[config.mk]
export PLATFORM = sky130hd
export DESIGN_NAME = nor_bus_front
export DESIGN_NICKNAME = d
export VERILOG_FILES = /design/src/rtl/nbf_pkg.sv /design/src/rtl/nbf_strobe_cond.sv /design/src/rtl/nbf_cycle_decode.sv /design/src/rtl/nbf_write_capture.sv /design/src/rtl/nor_bus_front.sv
export SDC_FILE = /design/constraint.sdc
export NUM_CORES = 1
export LEC_CHECK = 0
export ABC_AREA = 1
export BUFFER_PORTS_ARGS = -buffer_cell sky130_fd_sc_hd__buf_2
export CORE_ASPECT_RATIO = 1.5
export CORE_MARGIN = 2
export CORE_UTILIZATION = 28
export CTS_BUF_LIST = sky130_fd_sc_hd__clkbuf_4 sky130_fd_sc_hd__clkbuf_8
export CTS_CLUSTER_DIAMETER = 150
export CTS_CLUSTER_SIZE = 20
export DETAILED_ROUTE_END_ITERATION = 10
export MAX_ROUTING_LAYER = met4
export PLACE_DENSITY = 0.48
export SYNTH_ARGS = -nofsm -noshare
export SYNTH_HDL_FRONTEND = slang
export SYNTH_HIERARCHICAL = 1
export SYNTH_SLANG_ARGS = --single-unit
[constraint.sdc]
create_clock -name clk -period 1.61 [get_ports clk]
set_clock_uncertainty 0.2 [all_clocks]
set_input_delay 0.2415 -clock clk [delete_from_list [all_inputs] [get_ports clk]]
set_output_delay 0.2415 -clock clk [all_outputs]
set_load 0.01 [all_outputs]
[src/rtl/nbf_pkg.sv]
package nbf_pkg;

  typedef enum logic [2:0] {
    KIND_STANDBY = 3'd0,
    KIND_READ    = 3'd1,
    KIND_WRITE   = 3'd2,
    KIND_QUIET   = 3'd3,
    KIND_RESET   = 3'd4
  } bus_kind_e;

  typedef enum logic [1:0] {
    CAP_IDLE  = 2'd0,
    CAP_ARMED = 2'd1,
    CAP_ABORT = 2'd2
  } cap_state_e;

  localparam int N_STROBES = 4;
  localparam int IDX_CE    = 0;
  localparam int IDX_OE    = 1;
  localparam int IDX_WE    = 2;
  localparam int IDX_RP    = 3;

endpackage

[src/rtl/nbf_strobe_cond.sv]
module nbf_strobe_cond #(
  parameter int FILT_CYC  = 4,
  parameter bit DO_FILTER = 1'b1
) (
  input  logic clk,
  input  logic rst_n,
  input  logic raw_n,
  output logic clean_n
);

  logic s1_q, s2_q;

  // two-flop synchroniser, idles at the inactive (high) level
  always_ff @(posedge clk) begin
    if (!rst_n) begin
      s1_q <= 1'b1;
      s2_q <= 1'b1;
    end else begin
      s1_q <= raw_n;
      s2_q <= s1_q;
    end
  end

  generate
    if (DO_FILTER) begin : g_filt
      localparam int CW = $clog2(FILT_CYC + 1);
      localparam logic [CW-1:0] LAST = CW'(FILT_CYC - 1);
      localparam logic [CW-1:0] SAT  = CW'(FILT_CYC);

      logic [CW-1:0] cnt_q;
      logic [CW-1:0] run_q;
      logic          f_q;

      // accept a new level only after FILT_CYC consecutive differing samples
      always_ff @(posedge clk) begin
        if (!rst_n) begin
          cnt_q <= '0;
          f_q   <= 1'b1;
        end else if (s2_q != f_q) begin
          if (cnt_q == LAST) begin
            f_q   <= s2_q;
            cnt_q <= '0;
          end else begin
            cnt_q <= cnt_q + 1'b1;
          end
        end else begin
          cnt_q <= '0;
        end
      end

      // independent run-length of the synchronised level, for the check below
      always_ff @(posedge clk) begin
        if (!rst_n)             run_q <= '0;
        else if (s1_q != s2_q)  run_q <= '0;
        else if (run_q != SAT)  run_q <= run_q + 1'b1;
      end

      AST_FILT_HOLD: assert property (@(posedge clk) disable iff (!rst_n)
        (f_q != $past(f_q)) |-> ($past(run_q) >= LAST))
        else $error("filtered strobe moved before its input was stable");

      assign clean_n = f_q;
    end else begin : g_pass
      assign clean_n = s2_q;
    end
  endgenerate

endmodule

[src/rtl/nbf_cycle_decode.sv]
module nbf_cycle_decode
  import nbf_pkg::*;
#(
  parameter int PW = 3
) (
  input  logic          clk,
  input  logic          rst_n,
  input  logic          ce_f,
  input  logic          we_f,
  input  logic          rp_f,
  input  logic          oe_s,
  input  logic [PW-1:0] addr_lo,
  output bus_kind_e     kind_q,
  output logic [PW-1:0] page_q
);

  bus_kind_e kind_d;

  // priority: reset, standby, write, read, output disable
  always_comb begin
    if (!rp_f)      kind_d = KIND_RESET;
    else if (ce_f)  kind_d = KIND_STANDBY;
    else if (!we_f) kind_d = KIND_WRITE;
    else if (!oe_s) kind_d = KIND_READ;
    else            kind_d = KIND_QUIET;
  end

  always_ff @(posedge clk) begin
    if (!rst_n) begin
      kind_q <= KIND_STANDBY;
      page_q <= '0;
    end else begin
      kind_q <= kind_d;
      page_q <= addr_lo;
    end
  end

endmodule

[src/rtl/nbf_write_capture.sv]
module nbf_write_capture
  import nbf_pkg::*;
#(
  parameter int AW = 24,
  parameter int DW = 16
) (
  input  logic          clk,
  input  logic          rst_n,
  input  logic          ce_f,
  input  logic          we_f,
  input  logic          rp_f,
  input  logic          oe_s,
  input  logic [AW-1:0] addr_in,
  input  logic [DW-1:0] data_in,
  output logic          wr_valid,
  output logic [AW-1:0] wr_addr,
  output logic [DW-1:0] wr_data,
  output logic          wr_error
);

  cap_state_e state_q;
  logic       strobe_n;
  logic       strobe_prev_q;
  logic       strobe_fall;
  logic       strobe_rise;

  assign strobe_n    = ce_f | we_f;
  assign strobe_fall = strobe_prev_q & ~strobe_n;
  assign strobe_rise = ~strobe_prev_q & strobe_n;

  always_ff @(posedge clk) begin
    if (!rst_n) begin
      state_q       <= CAP_IDLE;
      strobe_prev_q <= 1'b1;
      wr_valid      <= 1'b0;
      wr_error      <= 1'b0;
      wr_addr       <= '0;
      wr_data       <= '0;
    end else begin
      strobe_prev_q <= strobe_n;
      wr_valid      <= 1'b0;
      wr_error      <= 1'b0;
      unique case (state_q)
        CAP_IDLE: begin
          if (strobe_fall && rp_f) begin
            if (oe_s) begin
              wr_addr <= addr_in;
              state_q <= CAP_ARMED;
            end else begin
              wr_error <= 1'b1;
              state_q  <= CAP_ABORT;
            end
          end
        end
        CAP_ARMED: begin
          if (!rp_f) begin
            state_q <= CAP_IDLE;
          end else if (!oe_s) begin
            wr_error <= 1'b1;
            state_q  <= CAP_ABORT;
          end else if (strobe_rise) begin
            wr_data  <= data_in;
            wr_valid <= 1'b1;
            state_q  <= CAP_IDLE;
          end
        end
        CAP_ABORT: begin
          if (strobe_rise || !rp_f) state_q <= CAP_IDLE;
        end
        default: state_q <= CAP_IDLE;
      endcase
    end
  end

  AST_WR_ONE_CLOCK: assert property (@(posedge clk) disable iff (!rst_n)
    wr_valid |=> !wr_valid) else $error("write pulse longer than one clock");

  AST_WR_EXCLUSIVE: assert property (@(posedge clk) disable iff (!rst_n)
    !(wr_valid && wr_error)) else $error("valid and error together");

  AST_ADDR_HELD: assert property (@(posedge clk) disable iff (!rst_n)
    wr_valid |-> $stable(wr_addr)) else $error("address moved at data capture");

endmodule

[src/rtl/nor_bus_front.sv]
module nor_bus_front
  import nbf_pkg::*;
#(
  parameter int AW         = 24,
  parameter int DW         = 16,
  parameter int FILT_CYC   = 4,
  parameter int PAGE_WORDS = 8,
  localparam int PW        = $clog2(PAGE_WORDS)
) (
  input  logic          clk,
  input  logic          rst_n,
  input  logic          chip_en_n,
  input  logic          out_en_n,
  input  logic          wr_en_n,
  input  logic          hw_rst_n,
  input  logic [AW-1:0] addr_in,
  input  logic [DW-1:0] data_in,
  output logic          wr_valid,
  output logic [AW-1:0] wr_addr,
  output logic [DW-1:0] wr_data,
  output logic          wr_error,
  output logic          rd_active,
  output logic          dq_oe,
  output logic [PW-1:0] page_offset,
  output logic [2:0]    cycle_kind
);

  logic [N_STROBES-1:0] raw_n;
  logic [N_STROBES-1:0] clean_n;
  bus_kind_e            kind_q;

  assign raw_n[IDX_CE] = chip_en_n;
  assign raw_n[IDX_OE] = out_en_n;
  assign raw_n[IDX_WE] = wr_en_n;
  assign raw_n[IDX_RP] = hw_rst_n;

  // output enable is synchronised only; the others are also filtered
  for (genvar i = 0; i < N_STROBES; i++) begin : g_strobe
    nbf_strobe_cond #(
      .FILT_CYC (FILT_CYC),
      .DO_FILTER(i != IDX_OE)
    ) u_cond (
      .clk    (clk),
      .rst_n  (rst_n),
      .raw_n  (raw_n[i]),
      .clean_n(clean_n[i])
    );
  end

  nbf_cycle_decode #(.PW(PW)) u_decode (
    .clk    (clk),
    .rst_n  (rst_n),
    .ce_f   (clean_n[IDX_CE]),
    .we_f   (clean_n[IDX_WE]),
    .rp_f   (clean_n[IDX_RP]),
    .oe_s   (clean_n[IDX_OE]),
    .addr_lo(addr_in[PW-1:0]),
    .kind_q (kind_q),
    .page_q (page_offset)
  );

  nbf_write_capture #(.AW(AW), .DW(DW)) u_capture (
    .clk     (clk),
    .rst_n   (rst_n),
    .ce_f    (clean_n[IDX_CE]),
    .we_f    (clean_n[IDX_WE]),
    .rp_f    (clean_n[IDX_RP]),
    .oe_s    (clean_n[IDX_OE]),
    .addr_in (addr_in),
    .data_in (data_in),
    .wr_valid(wr_valid),
    .wr_addr (wr_addr),
    .wr_data (wr_data),
    .wr_error(wr_error)
  );

  assign cycle_kind = kind_q;
  assign rd_active  = (kind_q == KIND_READ);
  assign dq_oe      = rd_active & ~clean_n[IDX_OE];

  AST_OE_RELEASE: assert property (@(posedge clk) disable iff (!rst_n)
    $past(out_en_n, 2) |-> !dq_oe) else $error("drivers still on after OE high");

  AST_RESET_QUIET: assert property (@(posedge clk) disable iff (!rst_n)
    (cycle_kind == KIND_RESET) |-> (!wr_valid && !dq_oe))
    else $error("activity during bus reset");

endmodule

==> results of run 1 <==
[metrics by stage]
| stage | area [sq um] | hold WS (ps) |
|---|---|---|
| detailed placement | 3530 | 198 |
| CTS | 4120 | 1.26 |
| finish | 4140 | 17.7 |
| floorplan | 2880 | 110 |
| global route | 4140 | 22.1 |
| global placement | 3530 | 195 |
[worst paths after layout]
path	startpoint	to	slack (ps)	cells past startpoint
hold reg to reg	g_strobe[1].u_cond/s1_q	g_strobe[1].u_cond/clean_n	210	2
setup / recovery	g_strobe[1].u_cond/clean_n	dq_oe	130	3
hold / removal	data_in[0]	u_capture/wr_data[0]	20	5
setup reg to reg	g_strobe[2].u_cond/clean_n	u_capture/wr_addr[6]	150	7
[critical path, delay by kind of cell, from the launching register on]
family	cells	cell delay [ps]
buffers and inverters	2	280
flip-flops	1	310
AND/OR/NAND/NOR	1	100
[flip-flops by register name (all words and copies together) (netlist names)]
name / flops
u_capture/wr_error: 1
g_strobe.u_cond/s1_q: 4
u_capture/wr_addr: 24
g_strobe.u_cond/g_filt.cnt_q: 9
g_strobe.u_cond/s2_q: 3
g_strobe.u_cond/clean_n: 4
u_capture/strobe_prev_q: 1
u_capture/wr_valid: 1
u_decode/page_q: 3
u_capture/state_q: 2
u_decode/kind_q: 3
u_capture/wr_data: 16
[power by group through the flow]
stage	logic, mW	registers [mW]	clock network (mW)
floorplan	0.0872	1.82	0
global placement	0.176	1.82	0
detailed placement	0.178	1.82	0
CTS	0.242	1.78	1.80
global route	0.275	1.78	1.87
finish	0.245	1.78	1.73
[Yosys cell counts, drive strengths merged]
cell	number
ha	6
buf	12
clkinv	1
clkbuf	2
nor3	2
nand4	16
nor2	104
o21bai	1
inv	72
o21ai	3
nand3	10
nand2	81
or2	6
a21oi	7
dfxtp	71
[cell type report]
cell class | count | area, sq um | share of cell area
multi-input cells | 236 | 1100 | 0.265
inverters | 73 | 278 | 0.0670
clock inverters | 6 | 108 | 0.0260
well taps | 117 | 146 | 0.0353
flip-flops and latches | 71 | 1420 | 0.343
repair buffers | 144 | 953 | 0.230
clock buffers | 10 | 138 | 0.0332
[kinds of logic after synthesis]
| group | share of synthesized area |
|---|---|
| buf+inv | 0.124 |
| compound gates | 0.0200 |
| simple gates | 0.336 |
| flops | 0.494 |
| fa+ha+maj | 0.0261 |
[repair_timing]
action / in CTS / in global routing
setup buffers: 0 / 1
hold buffers: 34 / 0
endpoints found under the hold margin: 35 / 0
gates resized for setup: 0 / 1
setup endpoints to repair: 0 / 17
[routing by layer]
metal | vias up | part of all wire | global-route usage
met5 | - | 0 | -
met4 | 0 | 0.027 | 0.0726
met3 | 12 | 0.039 | 0.0290
met2 | 56 | 0.52 | 0.224
met1 | 1197 | 0.41 | 0.134
li1 | 1449 | - | -
==> impl_metrics.csv, run 1 <==
group,metric,value,unit
floorplan,rows,45,
critical_path,crit_path_end_kind,"output port",
critical_path,max_stage_delay,310,ps
cells_and_area,final_util,0.411,
grt,antenna_found_initial,0,
yosys,synth_cell_types,22,
cells_and_area,final_common_cell,"nor2_1",
sta,hold_viol,0,
power_and_ir_drop,switching_share,0.208,
placed_design,globalplace.congestion,0.759,
clock_tree,path_clk_slew,80,ps
grt,track_usage,0.130,
yosys,synth_warnings,6,
yosys,syn-num-nets,446,
cells_and_area,drive_above_1_share,0.274,
power_and_ir_drop,p_per_area,906,nW/um^2
min_path,hold_class,"in -> reg",
cells_and_area,nNetsFinal,587,
sta,rsz0062_at_grt,"no",
critical_path,crit_chain,"buf_4 -> nor2_2 -> buf_2",
placed_design,dp_slack,46.2,ps
cells_and_area,mostFrequentLayoutCells,"96 x nor2_1, 95 x buf_2, 81 x nand2_1",
power_and_ir_drop,ir_drop,321,uV
route,viasPerCell,4.13,
sta,fmax,676,MHz
power_and_ir_drop,p_int,2.97,mW
floorplan,top_level_ports,96,
critical_path,crit_type,"reg -> out",
route,ant_nets,0,
floorplan,core,10100,sq um
grt,grt_pass1_wl,10900,um
floorplan,dieWidth,86.8,um
sta,period_minus_slack,1480,ps
route,wl,6820,um
sta,worst_pin_slew,389,ps
cells_and_area,fillers,1056,
placed_design,hpwl,4770,um
route,dr.pass1.iters,4,
critical_path,crit_slowest_cell,"dfxtp_1",
clock_tree,cts-root-buf,"clkbuf_8",
route,drcViolationCount,0,
sta,max_slew_margin,0.740,
floorplan,fp.dieH,128,um
grt,grt_max_degree,38,
sta,setup_tns,0,ps
placed_design,port_buffers,95,
sta,drv_slew,0,
yosys,synth.top_cell.area_share,0.494,
critical_path,cp-start-kind,"flip-flop",
clock_tree,cts_made_buffers,9,
route,wl_per_cell,10.4,um
status,outcome,"finished, final reports clean",
cells_and_area,antenna_cells,0,
power_and_ir_drop,power.total,3.75,mW
critical_path,arrival,1040,ps
yosys,synth_area_leaders,"dfxtp_1 49%, nor2_1 13%, nand2_1 11%",
route,vias,2714,
job,cap_viol_max_count,0,
power_and_ir_drop,p_seq_frac,0.473,
critical_path,cp.required,1170,ps
power_and_ir_drop,comb_power_share,0.065,
critical_path,crit_fanout,5,
clock_tree,cts_max_level,3,
yosys,synth_seq_cells,71,
placed_design,dp.cells,606,
clock_tree,clk_latency,340,ps
yosys,ys_seq_area_frac,0.494,
yosys,synth_area,2880,sq um
floorplan,start_util,0.285,
cells_and_area,area_growth,44.0,%
cells_and_area,final_cells,657,
grt,grt_pass1_vias,2462,
clock_tree,cts_tree,"built",
grt,grt_overflow_total,0,
power_and_ir_drop,cellLeakagePower,2.21,nW
sta,min_period_over_period,0.918,
route,drt_iter0_markers,117,
sta,setup_viol,0,
floorplan,die_area,11100,sq um
power_and_ir_drop,p_sw,779,uW
clock_tree,clock-sinks,71,
sta,setup_slack,131,ps
yosys,syn-mean-instance-area,7.30,sq um
yosys,synth_area_leader_cell,"dfxtp_1",
yosys,synth_cells,394,
power_and_ir_drop,clkPwrFrac,0.461,
clock_tree,cts.path.max_buffers,2,
Note: power is estimated with default switching activity, not from simulation.
==> run 2, diff against run 1 <==
--- a/config.mk
+++ b/config.mk
@@ -6,6 +6,7 @@
 export NUM_CORES = 1
 export LEC_CHECK = 0
 export ABC_AREA = 1
+export ABC_CLOCK_PERIOD_IN_PS = 1610
 export BUFFER_PORTS_ARGS = -buffer_cell sky130_fd_sc_hd__buf_2
 export CORE_ASPECT_RATIO = 1.5
 export CORE_MARGIN = 2
@@ -15,7 +16,7 @@
 export CTS_CLUSTER_SIZE = 20
 export DETAILED_ROUTE_END_ITERATION = 10
 export MAX_ROUTING_LAYER = met4
-export PLACE_DENSITY = 0.48
+export PLACE_DENSITY = 0.52
 export SYNTH_ARGS = -nofsm -noshare
 export SYNTH_HDL_FRONTEND = slang
 export SYNTH_HIERARCHICAL = 1
==> constraint.sdc (replaced) <==
create_clock -name clk -period 1.61 [get_ports clk]
set_clock_uncertainty 0.2 [all_clocks]
set_input_delay 0.2415 -clock clk [delete_from_list [all_inputs] [get_ports clk]]
set_output_delay 0.2415 -clock clk [all_outputs]
set_load 0.005 [all_outputs]
==> impl_metrics.csv, run 2 (synthesis gave the netlist of run 1 again) <==
group,metric,value,unit
placed_design,dp_slack,66.7,ps
cells_and_area,antenna_cells,0,
floorplan,die_area,11100,sq um
sta,drv_slew,0,
cells_and_area,drive_above_1_share,0.278,
floorplan,fp.dieH,128,um
grt,track_usage,0.129,
status,outcome,"finished, final reports clean",
min_path,hp-start,"data_in[12]",
route,drt_iter0_markers,50,
sta,period_minus_slack,1490,ps
critical_path,crit_type,"reg -> out",
power_and_ir_drop,ir_drop,402,uV
clock_tree,cts-root-buf,"clkbuf_8",
floorplan,top_level_ports,96,
critical_path,crit_fanout,2,
grt,met1_usage,0.125,
route,ant_nets,0,
critical_path,rr_startpoint,"u_capture/state_q[1]",
cells_and_area,regMostFlops,"u_capture/wr_addr",
placed_design,port_buffers,95,
grt,grt_util_met3,0.0264,
clock_tree,clk_latency,350,ps
route,wl,7210,um
sta,fmax,672,MHz
clock_tree,cts.path.max_buffers,2,
floorplan,core,10100,sq um
critical_path,arrival,1050,ps
grt,use_met2,0.226,
cells_and_area,nNetsFinal,591,
sta,min_period_over_period,0.924,
floorplan,start_util,0.285,
route,vias,2791,
cells_and_area,top_regs,"u_capture/wr_addr: 24 flops, u_capture/wr_data: 16 flops, g_strobe.u_cond/g_filt.cnt_q: 9 flops",
power_and_ir_drop,power.total,3.74,mW
grt,grt_overflow_total,0,
route,wl_per_cell,10.9,um
clock_tree,cts_made_buffers,9,
cells_and_area,area_growth,47.8,%
grt,grt_pass1_wl,10800,um
grt,grt_max_degree,44,
cells_and_area,multi_input_area,1110,sq um
route,viasPerCell,4.22,
sta,max_slew_margin,0.799,
clock_tree,path_clk_slew,80,ps
sta,setup_slack,122,ps
placed_design,globalplace.congestion,0.772,
cells_and_area,mostFrequentLayoutCells,"95 x nor2_1, 95 x buf_2, 81 x nand2_1",
critical_path,startpoint,"u_decode/kind_q[2]",
grt,grt_pass1_vias,2552,
cells_and_area,fillers,1036,
sta,setup_viol,0,
critical_path,crit_path_end_kind,"output port",
job,cap_viol_max_count,0,
route,dr.pass1.iters,4,
cells_and_area,final_cell_area,4250,sq um
critical_path,cp.required,1170,ps
clock_tree,clock-sinks,71,
cells_and_area,largest_register_ffs,24,
floorplan,dieWidth,86.8,um
grt,antenna_found_initial,0,
min_path,hold_class,"in -> reg",
cells_and_area,final_util,0.422,
clock_tree,cts_tree,"built",
power_and_ir_drop,p_per_area,881,nW/um^2
cells_and_area,register_area,1420,sq um
route,drcViolationCount,0,
placed_design,hpwl,4800,um
clock_tree,cts_max_level,3,
placed_design,dpl_cell_area,3500,sq um
sta,holdWs,18.8,ps
power_and_ir_drop,cellLeakagePower,2.24,nW
sta,hold_viol,0,
critical_path,cp-start-kind,"flip-flop",
floorplan,rows,45,
sta,worst_pin_slew,301,ps
grt,gr-max-usage-layer,"met2",
-- run 2: changes by cell type in the layout (fill, tap and decap cells not counted), moves of 2 or more --
cell           change
buf_4              -6
buf_6              +3
clkbuf_16          +2
dlygate4sd3_1      +4
-- run 2: report_power, final --
part	internal, mW	switching, mW	total, mW
Clock	1.07	0.661	1.73
Combinational	0.137	0.104	0.241
Sequential	1.77	0.00710	1.78
-- run 2: path summary, 6_finish.rpt --
kind,slack [ps],endpoint,cells after the start
max,120,dq_oe,4
min,20,u_capture/wr_data[12],5
min reg2reg,200,g_strobe[1].u_cond/clean_n,2
max reg2reg,120,u_capture/wr_addr[20],8
-- run 2: critical path: stages (launching register included) --
cell	delay (ps)
dfxtp_1	320
inv_1	60
nand3_2	90
nor2_2	100
buf_2	120
-- run 2: final cells by class --
cell class,instances,area share
inverters,73,0.0654
well taps,117,0.0344
repair buffers,148,0.248
clock inverters,6,0.0253
flip-flops and latches,71,0.335
clock buffers,10,0.0324
multi-input cells,236,0.260
-- run 2: timing repair --
action / CTS / global route
buffers inserted: 0 / 2
setup endpoints to repair: 0 / 27
endpoints found under the hold margin: 41 / 0
hold buffers: 38 / 0
gates resized for setup: 0 / 5
-- run 2: metrics by stage --
step	instances	setup TNS, ps
after floorplan	394	0
after global placement	601	0
after detailed placement	601	0
after CTS	655	0
after global routing	661	-12.9
final	661	0
-- run 2: per-layer routing --
layer  routed length [um]  share of wire
met2                 3860           0.53
met1                 2860           0.40
met5                    0              0
met3                  236          0.033
met4                  259          0.036
==> run 3, diff against run 2 <==
--- a/config.mk
+++ b/config.mk
@@ -5,8 +5,6 @@
 export SDC_FILE = /design/constraint.sdc
 export NUM_CORES = 1
 export LEC_CHECK = 0
-export ABC_AREA = 1
-export ABC_CLOCK_PERIOD_IN_PS = 1610
 export BUFFER_PORTS_ARGS = -buffer_cell sky130_fd_sc_hd__buf_2
 export CORE_ASPECT_RATIO = 1.5
 export CORE_MARGIN = 2
@@ -16,7 +14,7 @@
 export CTS_CLUSTER_SIZE = 20
 export DETAILED_ROUTE_END_ITERATION = 10
 export MAX_ROUTING_LAYER = met4
-export PLACE_DENSITY = 0.52
+export PLACE_DENSITY = 0.53
 export SYNTH_ARGS = -nofsm -noshare
 export SYNTH_HDL_FRONTEND = slang
 export SYNTH_HIERARCHICAL = 1
==> constraint.sdc (replaced) <==
create_clock -name clk -period 1.7 [get_ports clk]
set_clock_uncertainty 0.2 [all_clocks]
set_input_delay 0.255 -clock clk [delete_from_list [all_inputs] [get_ports clk]]
set_output_delay 0.255 -clock clk [all_outputs]
set_load 0.005 [all_outputs]
==> impl_metrics.csv, run 3 <==
group,metric,value,unit
cells_and_area,final_cells,535,
sta,fmax,616,MHz
power_and_ir_drop,p_int,2.65,mW
yosys,synth_seq_cells,71,
sta,min_period_over_period,0.955,
yosys,synth_cell_types,35,
sta,worst_pin_slew,285,ps
clock_tree,cts_made_buffers,9,
power_and_ir_drop,p_per_area,830,nW/um^2
placed_design,globalplace.congestion,0.767,
power_and_ir_drop,ir_drop,360,uV
floorplan,core,9630,sq um
grt,grt_pass1_vias,2307,
clock_tree,clk_latency,340,ps
cells_and_area,drive_above_1_share,0.314,
placed_design,port_buffers,95,
critical_path,rr_startpoint,"g_strobe[1].u_cond/clean_n",
power_and_ir_drop,cellLeakagePower,1.79,nW
cells_and_area,mostFrequentLayoutCells,"95 x buf_2, 83 x nand2_1, 70 x dfxtp_1",
sta,period_minus_slack,1620,ps
sta,drv_slew,0,
cells_and_area,largest_register_ffs,24,
critical_path,ff2ff_path_depth,5,
critical_path,arrival,1690,ps
critical_path,r2r-end,"u_capture/wr_addr[7]",
placed_design,hpwl,4280,um
clock_tree,cts_tree,"built",
grt,grt_overflow_total,0,
grt,antenna_found_initial,0,
power_and_ir_drop,p_seq_frac,0.500,
yosys,yosys_most_used_dff,"dfxtp_1",
yosys,synth.top_cell.area_share,0.515,
clock_tree,cts.path.max_buffers,2,
min_path,hp-start,"rst_n",
route,vias,2297,
power_and_ir_drop,p_sw,714,uW
yosys,syn-mean-instance-area,10.3,sq um
power_and_ir_drop,comb_power_share,0.068,
status,outcome,"finished, final reports clean",
cells_and_area,top_regs,"u_capture/wr_addr: 24 flops, u_capture/wr_data: 16 flops, g_strobe.u_cond/g_filt.cnt_q: 9 flops",
power_and_ir_drop,clkPwrFrac,0.432,
critical_path,crit_fanout,10,
critical_path,crit_type,"reg -> reg",
yosys,syn-num-nets,320,
critical_path,r2r_setup_slack,80,ps
grt,grt_max_degree,54,
floorplan,start_util,0.286,
yosys,synth_area_leader_cell,"dfxtp_1",
critical_path,cp-start-kind,"flip-flop",
yosys,synthArstFlopShare,0,
floorplan,die_area,10700,sq um
clock_tree,path_clk_slew,70,ps
yosys,yosysMostFrequentCell,"nand2_1",
yosys,synth_edf_count,0,
route,wl_per_cell,12.1,um
critical_path,crit_path_end_kind,"flip-flop",
cells_and_area,regMostFlops,"u_capture/wr_addr",
route,dr.pass1.iters,4,
floorplan,rows,44,
route,ant_nets,0,
sta,max_slew_margin,0.807,
yosys,synth_warnings,6,
min_path,hold_class,"in -> reg",
sta,setup_tns,0,ps
min_path,min_to,"g_strobe[0].u_cond/clean_n",
cells_and_area,fillers,920,
floorplan,top_level_ports,96,
min_path,min_path_cells,2,
floorplan,dieWidth,85.0,um
route,drt_iter0_markers,62,
grt,grt_pass1_wl,10500,um
cells_and_area,nNetsFinal,467,
yosys,synth_area,2760,sq um
route,wl,6470,um
critical_path,cp.required,1760,ps
grt,track_usage,0.129,
sta,setup_viol,0,
sta,hold_viol,0,
cells_and_area,antenna_cells,0,
yosys,synth_common_cells,"83 x nand2_1, 71 x dfxtp_1, 43 x mux2i_1, 8 x nand2b_1",
yosys,synth_cells,268,
route,viasPerCell,4.29,
clock_tree,cts-root-buf,"clkbuf_8",
cells_and_area,final_common_cell,"buf_2",
clock_tree,cts_max_level,3,
placed_design,dp.cells,473,
floorplan,fp.dieH,126,um
yosys,ys_seq_area_frac,0.515,
clock_tree,clock-sinks,71,
yosys,synth_area_leaders,"dfxtp_1 52%, mux2i_1 16%, nand2_1 11%",
power_and_ir_drop,switching_share,0.212,
job,cap_viol_max_count,0,
cells_and_area,area_growth,47.2,%
route,drcViolationCount,0,
-- run 3: cell types whose count changed after synthesis, moves of 5 or more --
cell | previous run | this run
nand4_1 | 16 | 0
nor4b_1 | 0 | 6
or2_2 | 6 | 0
nor2_1 | 96 | 2
mux2i_1 | 0 | 43
nand3_2 | 6 | 0
a21oi_1 | 7 | 1
nor2_2 | 5 | 0
inv_1 | 71 | 5
nand2b_1 | 0 | 8
-- run 3: metal layers --
metal,up-vias,share of wire,GRT usage
li1,1178,-,-
met1,1044,0.40,0.132
met2,62,0.53,0.216
met3,13,0.041,0.0383
met4,0,0.032,0.0710
met5,-,0,-
-- run 3: timing repair --
item / 4_1_cts / 5_1_grt
resized for setup: 0 / 1
endpoints found under the hold margin: 47 / 0
buffers inserted: 0 / 1
setup endpoints to repair: 0 / 19
hold buffers: 44 / 0
-- run 3: logic make-up after synthesis --
group | share of synthesized area
multiplexers | 0.156
AND/OR/NAND/NOR | 0.220
adder cells (fa/ha/maj) | 0.0272
buffers and inverters | 0.0535
XOR/XNOR | 0.00953
flip-flops | 0.515
AO/OA/AOI/OAI | 0.0181
-- run 3: layout make-up --
cell class / count / area (sq um) / area share
clock buffers: 10 / 131 / 0.0324
repair buffers: 149 / 1060 / 0.261
clock inverters: 6 / 85.1 / 0.0210
flip-flops and latches: 71 / 1420 / 0.350
inverters: 6 / 22.5 / 0.00555
well taps: 115 / 144 / 0.0355
multi-input cells: 178 / 1190 / 0.294
-- run 3: worst max-delay path by stage --
| stage | startpoint | endpoint | slack, ps |
|---|---|---|---|
| after floorplan | g_strobe[3].u_cond/clean_n | u_capture/wr_data[10] | 230 |
| after global placement | g_strobe[2].u_cond/clean_n | u_capture/wr_addr[10] | 140 |
| after detailed placement | g_strobe[2].u_cond/clean_n | u_capture/wr_addr[14] | 90 |
| after CTS | g_strobe[2].u_cond/clean_n | u_capture/wr_addr[14] | 50 |
| after global routing | g_strobe[1].u_cond/clean_n | u_capture/wr_addr[6] | -20 |
| final | g_strobe[1].u_cond/clean_n | u_capture/wr_addr[7] | 80 |
-- run 3: metrics by stage --
stage	hold WS [ps]	area (sq um)	setup slack [ps]	power (mW)	utilization
2_1_floorplan	117	2760	228	1.79	-
5_1_grt	30.9	4060	-16.2	3.52	0.421
3_3_place_gp	192	3370	136	1.87	0.350
4_1_cts	12.5	4030	51.7	3.44	0.418
6_report	24.1	4060	75.8	3.37	0.421
3_5_place_dp	204	3370	88.9	1.88	0.350
-- run 3: worst max-delay path: stages (launching register included) --
cell,delay [ps]
dfxtp_1,460
nand3b_1,160
nor3b_4,200
buf_4,170
clkbuf_16,170
mux2i_1,180
-- run 3: power groups by stage --
stage | Clock, mW | Combinational, mW | Sequential, mW
global route | 1.59 | 0.251 | 1.69
global placement | 0 | 0.148 | 1.72
CTS | 1.52 | 0.229 | 1.68
floorplan | 0 | 0.0679 | 1.72
finish | 1.45 | 0.228 | 1.69
detailed placement | 0 | 0.152 | 1.72
